<file path="config.mk">
export PLATFORM = sky130hd
export DESIGN_NAME = adc_ctrl
export DESIGN_NICKNAME = d
export VERILOG_FILES = /design/src/rtl/adc_ctrl_pkg.sv /design/src/rtl/adc_ctrl_regs.sv /design/src/rtl/adc_ctrl_seq.sv /design/src/rtl/adc_ctrl.sv
export SDC_FILE = /design/constraint.sdc
export NUM_CORES = 1
export LEC_CHECK = 0
export ABC_CLOCK_PERIOD_IN_PS = 1900
export BUFFER_PORTS_ARGS = -buffer_cell sky130_fd_sc_hd__buf_2
export CORE_MARGIN = 2
export CORE_UTILIZATION = 51
export DETAILED_ROUTE_END_ITERATION = 10
export GPL_ROUTABILITY_DRIVEN = 0
export PLACE_DENSITY = 0.82
export SLEW_MARGIN = 20
export SYNTH_ARGS = -nofsm -noshare
export SYNTH_HDL_FRONTEND = slang
export SYNTH_SLANG_ARGS = --single-unit
</file>
<file path="constraint.sdc">
create_clock -name clk -period 1.9 [get_ports clk]
set_input_delay 0.095 -clock clk [delete_from_list [all_inputs] [get_ports clk]]
set_output_delay 0.095 -clock clk [all_outputs]
set_load 0.02 [all_outputs]
</file>
<file path="src/rtl/adc_ctrl_pkg.sv">
// Package: shared widths, register selector encoding and control-field layout
// for the ADC conversion sequencer. Assumes the control image fits in DATA_W.
package adc_ctrl_pkg;
    localparam int unsigned DATA_W   = 8;
    localparam int unsigned CHAN_W   = 5;
    localparam int unsigned NUM_CHAN = 15;
    localparam int unsigned CTRL_W   = CHAN_W + 3;

    localparam logic [CHAN_W-1:0] CHAN_OFF = '1;

    typedef enum logic {
        SEL_CTRL = 1'b0,
        SEL_DATA = 1'b1
    } reg_sel_e;

    typedef struct packed {
        logic              ien;
        logic              cont;
        logic [CHAN_W-1:0] chan;
    } ctrl_t;

    // True for selector codes that name a real analog input.
    function automatic logic chan_ok(input logic [CHAN_W-1:0] c);
        return c < CHAN_W'(NUM_CHAN);
    endfunction
endpackage

</file>
<file path="src/rtl/adc_ctrl_regs.sv">
// Module: control fields, completion flag and result register.
// Assumes ctrl_wr and data_rd are single-cycle strobes already decoded.
// A new result takes priority over a flag clear in the same cycle.
module adc_ctrl_regs
    import adc_ctrl_pkg::*;
(
    input  logic              clk,
    input  logic              rst_n,
    input  logic              ctrl_wr,
    input  logic              data_rd,
    input  ctrl_t             ctrl_wdata,
    input  logic              result_vld,
    input  logic [DATA_W-1:0] result,
    output ctrl_t             ctrl_q,
    output logic              flag_q,
    output logic [DATA_W-1:0] data_q
);
    // Control fields: load on write, reset to power-down selector.
    always_ff @(posedge clk) begin
        if (!rst_n) begin
            ctrl_q <= '{ien: 1'b0, cont: 1'b0, chan: CHAN_OFF};
        end else if (ctrl_wr) begin
            ctrl_q <= ctrl_wdata;
        end
    end

    // Completion flag: set by an accepted result, cleared by write or data read.
    always_ff @(posedge clk) begin
        if (!rst_n) begin
            flag_q <= 1'b0;
        end else if (result_vld) begin
            flag_q <= 1'b1;
        end else if (ctrl_wr || data_rd) begin
            flag_q <= 1'b0;
        end
    end

    // Result register: overwritten by every accepted result.
    always_ff @(posedge clk) begin
        if (!rst_n) begin
            data_q <= '0;
        end else if (result_vld) begin
            data_q <= result;
        end
    end
endmodule

</file>
<file path="src/rtl/adc_ctrl_seq.sv">
// Module: conversion sequencer. Issues start pulses, tracks the running
// conversion, restarts it in continuous mode, aborts it on a register write or
// on stop mode, and runs one discarded settling pass after stop mode ends.
// Assumes the core answers each start with at most one done pulse.
module adc_ctrl_seq
    import adc_ctrl_pkg::*;
(
    input  logic              clk,
    input  logic              rst_n,
    input  logic              ctrl_wr,
    input  logic [CHAN_W-1:0] new_chan,
    input  logic              cont,
    input  logic [CHAN_W-1:0] chan,
    input  logic              stop,
    input  logic              conv_done,
    output logic              start_q,
    output logic              busy_q,
    output logic              result_vld
);
    logic stop_q;
    logic discard_q;
    logic resume_q;
    logic stop_exit;

    assign stop_exit = stop_q && !stop;

    // A completion counts only for a live, non-settling, non-aborted conversion.
    assign result_vld = busy_q && conv_done && !discard_q && !stop && !ctrl_wr;

    // Registered copy of stop mode, used to detect its falling edge.
    always_ff @(posedge clk) begin
        if (!rst_n) stop_q <= 1'b0;
        else        stop_q <= stop;
    end

    // Sequencer state: start pulse, busy, settling and resume flags.
    always_ff @(posedge clk) begin
        if (!rst_n) begin
            start_q   <= 1'b0;
            busy_q    <= 1'b0;
            discard_q <= 1'b0;
            resume_q  <= 1'b0;
        end else if (stop) begin
            start_q   <= 1'b0;
            busy_q    <= 1'b0;
            discard_q <= 1'b0;
            if (busy_q || (cont && chan_ok(chan)) || (ctrl_wr && chan_ok(new_chan)))
                resume_q <= 1'b1;
        end else begin
            start_q <= 1'b0;
            if (ctrl_wr) begin
                resume_q <= 1'b0;
                if (chan_ok(new_chan)) begin
                    start_q   <= 1'b1;
                    busy_q    <= 1'b1;
                    discard_q <= stop_exit;
                end else begin
                    busy_q    <= 1'b0;
                    discard_q <= 1'b0;
                end
            end else if (stop_exit) begin
                resume_q <= 1'b0;
                if (resume_q && chan_ok(chan)) begin
                    start_q   <= 1'b1;
                    busy_q    <= 1'b1;
                    discard_q <= 1'b1;
                end
            end else if (busy_q && conv_done) begin
                if (discard_q) begin
                    discard_q <= 1'b0;
                    start_q   <= 1'b1;
                end else if (cont && chan_ok(chan)) begin
                    start_q <= 1'b1;
                end else begin
                    busy_q <= 1'b0;
                end
            end
        end
    end
endmodule

</file>
<file path="src/rtl/adc_ctrl.sv">
// Module: top of the ADC conversion sequencer. Decodes the two-register
// processor port, builds the read image and the interrupt, and wires the
// register and sequencer blocks to the converter-core handshake.
// Assumes reg_wr and reg_rd are not asserted together.
module adc_ctrl
    import adc_ctrl_pkg::*;
(
    input  logic              clk,
    input  logic              rst_n,
    input  logic              reg_wr,
    input  logic              reg_rd,
    input  logic              reg_addr,
    input  logic [DATA_W-1:0] reg_wdata,
    output logic [DATA_W-1:0] reg_rdata,
    input  logic              stop_mode,
    output logic              conv_start,
    output logic [CHAN_W-1:0] conv_chan,
    output logic              conv_pwr_en,
    input  logic              conv_done,
    input  logic [DATA_W-1:0] conv_result,
    output logic              irq
);
    ctrl_t             ctrl_q;
    ctrl_t             ctrl_wdata;
    logic              flag_q;
    logic [DATA_W-1:0] data_q;
    logic              ctrl_wr;
    logic              data_rd;
    logic              result_vld;
    logic              busy_q;
    logic [CTRL_W-1:0] ctrl_image;

    assign ctrl_wr    = reg_wr && (reg_sel_e'(reg_addr) == SEL_CTRL);
    assign data_rd    = reg_rd && (reg_sel_e'(reg_addr) == SEL_DATA);
    assign ctrl_wdata = ctrl_t'(reg_wdata[CTRL_W-2:0]);

    adc_ctrl_regs regs_i (
        .clk        (clk),
        .rst_n      (rst_n),
        .ctrl_wr    (ctrl_wr),
        .data_rd    (data_rd),
        .ctrl_wdata (ctrl_wdata),
        .result_vld (result_vld),
        .result     (conv_result),
        .ctrl_q     (ctrl_q),
        .flag_q     (flag_q),
        .data_q     (data_q)
    );

    adc_ctrl_seq seq_i (
        .clk        (clk),
        .rst_n      (rst_n),
        .ctrl_wr    (ctrl_wr),
        .new_chan   (ctrl_wdata.chan),
        .cont       (ctrl_q.cont),
        .chan       (ctrl_q.chan),
        .stop       (stop_mode),
        .conv_done  (conv_done),
        .start_q    (conv_start),
        .busy_q     (busy_q),
        .result_vld (result_vld)
    );

    // Read image: the flag is hidden while the interrupt path owns it.
    assign ctrl_image = {flag_q && !ctrl_q.ien, ctrl_q};

    // Read data mux for the two registers.
    always_comb begin
        if (reg_sel_e'(reg_addr) == SEL_DATA) reg_rdata = data_q;
        else                                  reg_rdata = DATA_W'(ctrl_image);
    end

    assign conv_chan   = ctrl_q.chan;
    assign conv_pwr_en = (ctrl_q.chan != CHAN_OFF) && !stop_mode;
    assign irq         = flag_q && ctrl_q.ien;
endmodule

</file>
Yosys cells after proc, flatten, opt, wreduce, memory -nomap -nowiden
Cells that the tools add are included.
Cells by class
  shifts and indexed selects: 0
  mux-type cells: 24
  $mul: 0
  bitwise logic cells: 2
  add/subtract/negate cells: 0
  reductions and logical operators: 27
  divide/modulo/power cells: 0
  equal/unequal tests: 5
  magnitude comparators: 2
Operators with widths (count)
  $mux 1: 23
  $logic_and 1x1->1: 13
  $lt 5x4->1 const B: 2
  $mux 8: 1
  $ne 3x3->1 const B: 2
  $reduce_bool 3->1: 2
  $ne 5x5->1 const B: 1
  $logic_not 1->1: 4
  $reduce_and 2->1: 2
  $reduce_and 4->1: 1
  $logic_or 1x1->1: 3
  $ne 3x2->1 const B: 1
  $ne 2x1->1 const B: 1
  $not 1->1: 2
  $reduce_bool 2->1: 1
  $reduce_or 2->1: 1
Word-level totals
  word-level logic and storage cells: 70
  bits in latches: 0
  input port bits: 23
  memories: 0
  bits in writable memories: 0
  memory bits (read-only): 0
  bits in registers: 21

Logic depth before layout (Yosys ltp)
  depth in word-level cells: 7
  depth in mapped cells: 5
  gate-level depth less buffers: 4

By module
Synthesis repeated with hierarchy kept, for this count alone.
Second synthesis, totals
  cells, all modules: 99
  area, all modules: 1064.8 um^2
By module, submodules not included
  adc_ctrl_regs: times used 1, cells an instance 51, sequential area each 320.3 um^2, area an instance 601.8 um^2
  adc_ctrl_seq: times used 1, cells an instance 33, sequential area each 100.1 um^2, area an instance 302.8 um^2
  adc_ctrl: times used 1, cells an instance 15, sequential area each 0.0 um^2, area an instance 160.2 um^2

Worst setup path after synthesis
Ideal clock, no wire load.
  path type: reg-to-reg
  start: register regs_i.ctrl_q[2] (netlist name)
  end: register seq_i.resume_q
  data required time: 1.773 ns
  cell stages (with the launch flop): 5
  arrival: 1.072 ns
  buffers on the path: 0
  period minus slack after synthesis: 1.199 ns
  library setup time: 0.127 ns
  path slack: 0.701 ns
  cells stage by stage: dfxtp_1 -> a41oi_2 -> and2_4 -> a2111oi_1 -> nor2_1
Between the ends
  cells in the longest elaborated chain, start to end: 6
RTL lines
  $lt 5x4->1: line adc_ctrl_pkg.sv:24  | return c < CHAN_W'(NUM_CHAN);
  $logic_and 1x1->1: line adc_ctrl_seq.sv:47  | if (busy_q || (cont && chan_ok(chan)) || (ctrl_wr && chan_ok(new_chan)))
  $logic_or 1x1->1 (2 in a row): line adc_ctrl_seq.sv:47
  $ne 2x1->1 (no source line)
  $reduce_and 2->1 (no source line)
  end signal, assigned: line adc_ctrl_seq.sv:42  | resume_q <= 1'b0;
  end signal, assigned: line adc_ctrl_seq.sv:48  | resume_q <= 1'b1;
  end signal, assigned: line adc_ctrl_seq.sv:52  | resume_q <= 1'b0;
  end, declared: line adc_ctrl_seq.sv:22  | logic resume_q;
No other way between the ends.
A chain may end at the register's enable or synchronous reset.

Worst setup path after layout
  start: register regs_i.ctrl_q[1] (netlist name)
  end: register seq_i.resume_q
Between the ends
  cells in the longest elaborated chain, start to end: 6
RTL lines (line)
  $lt 5x4->1: adc_ctrl_pkg.sv:24
  $logic_and 1x1->1: adc_ctrl_seq.sv:47
  $logic_or 1x1->1 (2 in a row): adc_ctrl_seq.sv:47
  $ne 2x1->1 (no source line)
  $reduce_and 2->1 (no source line)
No other way between the ends.

==> flow_summary_export.csv <==
group,metric,value,unit
outcome,status,"finished clean",
worst_setup_path,critical_path.startpoint_type,"flip-flop",
worst_setup_path,crit_arrival,1.53,ns
sta,final.setup.worst_slack,0.571,ns
logic_synthesis,syn-cell-area,1040,sq um
sta,fin_hold_ws,0.00943,ns
sta,finClkSkew,0.00441,ns
drt,post_drt_via_cell_ratio,5.27,
floorplanning,ios,39,
finish,areaGrowthSynthToFinish,19.8,%
drt,routed_wl,2260,um
sta,slew_viol_final,0,
sta,unrepaired_setup_endpoints_after_global_routing,"no",
worst_setup_path,crit_fanout,5,
placement,placement.io_buffers,37,
clock_network,cts_htree_levels,1,
floorplanning,die_h,49.3,um
worst_hold_path,whs_endpoint,"regs_i.ctrl_q[2]$_SDFFE_PN1P_",
logic_synthesis,syn-instance-count,111,
grt,grt_antenna_before_repair,0,
clock_network,clock_sink_count,21,
drt,detailroute.via_count,906,
clock_network,cts_inserted_buffers,3,
drt,per_cell_routed_wire_length,13.1,um
sta,slew_hr,0.752,
floorplanning,dieWidth,49.3,um
finish,finish.utilization,0.644,
clock_network,worst_skew_pair.late_latency,0.31,ns
finish,n_antenna_cell,0,
power,cellLeakagePower,0.513,nW
grt,first_global_vias,911,
logic_synthesis,synth_nets,134,
logic_synthesis,synth.top_cell.area_share,0.402,
clock_network,root_buffer,"sky130_fd_sc_hd__clkbuf_4",
finish,finalInstanceArea,1250,sq um
flow_run,drv_cap,0,
placement,detailedPlacementHpwl,1680,um
sta,finalWorstPathRequiredPeriod,1.33,ns
logic_synthesis,synth_area_leaders,"sky130_fd_sc_hd__dfxtp_1, sky130_fd_sc_hd__mux2i_1, sky130_fd_sc_hd__mux2_2",
sta,clock.fmax,0.753,GHz
grt,grt_usage,0.203,
finish,mostFrequentLayoutCell,"sky130_fd_sc_hd__buf_2",
clock_network,clk_pin_slew,0.12,ns
finish,num-fill-cells,170,
placement,preCtsSetupSlack,0.517,ns
clock_network,cts_tree,"yes",
sta,share_of_the_clock_period_used_by_the_worst_path,0.699,
worst_setup_path,required,2.11,ns
floorplanning,core.rowCount,16,
drt,first_iter_violations,4,
placement,placed_cell_area,1200,sq um
logic_synthesis,synth_sequential_area_ratio,0.402,
drt,antenna_violating_nets_post_route,0,
sta,final-hold-violation-count,0,
grt,grt_start_max_net_pins,20,
grt,first_pass_grt_wire_length,3810,um
logic_synthesis,yosys.cell_types.count,29,
logic_synthesis,synth_top_cell_by_area,"sky130_fd_sc_hd__dfxtp_1",
worst_setup_path,critPathKind,"reg -> reg",
logic_synthesis,yosys_warnings,0,
worst_hold_path,timing.hold.worst_path_depth,3,
finish,layout_common_cells,"sky130_fd_sc_hd__buf_2, sky130_fd_sc_hd__dfxtp_1, sky130_fd_sc_hd__nand2_1",
logic_synthesis,postSynthAreaPerCell,9.41,sq um
worst_setup_path,setup.reg_to_reg.worst_slack,0.57,ns
clock_network,cts.path.max_buffers,2,
worst_setup_path,critical_path.endpoint_type,"flip-flop",
power,power_density,666,nW/um^2
logic_synthesis,synthArstFlopShare,0,
drt,drc,0,
drt,dr.pass1.iters,4,
power,ir_worst_vdd,0.490,mV
floorplanning,initial_cell_density_of_the_core,0.538,
worst_hold_path,worst_hold_path_type,"in -> reg",
grt,global_route.overflow_total,0,
sta,totalNegativeSetupSlack,0,ns
worst_setup_path,reg2reg_depth,4,
logic_synthesis,synthFlopType,"sky130_fd_sc_hd__dfxtp_1",
worst_setup_path,worst_r2r_startpoint,"regs_i.ctrl_q[1]$_SDFFE_PN1P_",
sta,worst-slew-pin-transition,0.372,ns
finish,finalNetCount,169,
floorplanning,fp.coreArea,1940,sq um
floorplanning,dieArea,2430,sq um
logic_synthesis,number_of_synthesized_flops_with_an_enable_pin,0,
clock_network,post-cts-setup-buffer-count,0,
worst_hold_path,worstHoldStart,"reg_wdata[2]",
sta,timing.final.setup_violations,0,
logic_synthesis,ys_seq_elements,21,
finish,drive_above_1_share,0.372,
worst_setup_path,r2r_end,"seq_i.resume_q$_SDFFE_PN0P_",
## layer usage
metal  GRT usage  part of all wire
met1       0.231              0.44
met2       0.356              0.49
met3      0.0399             0.048
met4       0.105             0.019
met5           0                 0
## synthesized netlist by cell type (all sizes together) (3+ instances only)
master  instances
a21oi           4
and2            3
buf             9
dfxtp          21
mux2            7
mux2i           8
nand2          17
nand2b          3
nand3           7
nor2            3
nor2b          11
o21ai           4
## kinds of logic after synthesis
kind of cell,synth area share
buffers and inverters,0.0647
muxes,0.152
AOI/OAI and AO/OA,0.121
DFF,0.402
and+or+nand+nor,0.260
## flip-flops by register name, summed over array words and instances, names as in the netlist
register,count
regs_i.flag_q,1
seq_i.discard_q,1
seq_i.busy_q,1
seq_i.start_q,1
regs_i.ctrl_q,7
regs_i.data_q,8
seq_i.stop_q,1
seq_i.resume_q,1
## stage by stage
step	std cells	power, mW
2_1_floorplan	111	0.574
3_3_place_gp	166	0.616
3_5_place_dp	166	0.621
4_1_cts	170	0.837
5_1_grt	172	0.881
6_report	172	0.833
## critical path, cell delays in order, from the launching register on
cell and delay [ns]:
sky130_fd_sc_hd__dfxtp_1 0.42, sky130_fd_sc_hd__a41oi_2 0.18, sky130_fd_sc_hd__and2_4 0.20, sky130_fd_sc_hd__a2111oi_1 0.35, sky130_fd_sc_hd__nor2_1 0.07
## final cells by class
class                      instances  area, sq um  share of cell area
clock inverter                     1         5.00             0.00400
timing repair buffer              40          213               0.170
multi-input combinational         80          557               0.445
sequential                        21          420               0.336
clock buffer                       3         22.5              0.0180
tap                               27         33.8              0.0270
## how the worst max path moves through the flow
| stage | cells past startpoint | end | slack, ns | start |
|---|---|---|---|---|
| 6_report | 4 | seq_i.resume_q$_SDFFE_PN0P_ | 0.57 | regs_i.ctrl_q[1]$_SDFFE_PN1P_ |
| 5_1_grt | 4 | seq_i.resume_q$_SDFFE_PN0P_ | 0.44 | regs_i.ctrl_q[0]$_SDFFE_PN1P_ |
| 4_1_cts | 4 | seq_i.resume_q$_SDFFE_PN0P_ | 0.56 | regs_i.ctrl_q[0]$_SDFFE_PN1P_ |
| 3_5_place_dp | 6 | regs_i.data_q[7]$_SDFFE_PN0P_ | 0.52 | reg_addr |
| 3_3_place_gp | 6 | regs_i.data_q[3]$_SDFFE_PN0P_ | 0.59 | reg_addr |
| 2_1_floorplan | 4 | seq_i.resume_q$_SDFFE_PN0P_ | 0.70 | regs_i.ctrl_q[2]$_SDFFE_PN1P_ |
## timing repair
item	in CTS	in global routing
resized for setup	0	0
hold endpoints to repair	0	2
hold buffers	0	2
## power breakdown
part	leakage, nW	total [mW]	internal, mW	switching [mW]
combinational	0.324	0.145	0.0650	0.0803
clock	0.0177	0.219	0.0788	0.140
sequential	0.171	0.469	0.454	0.0149
total	0.513	0.833	0.598	0.235
Note: power is estimated with default switching activity, not from simulation.
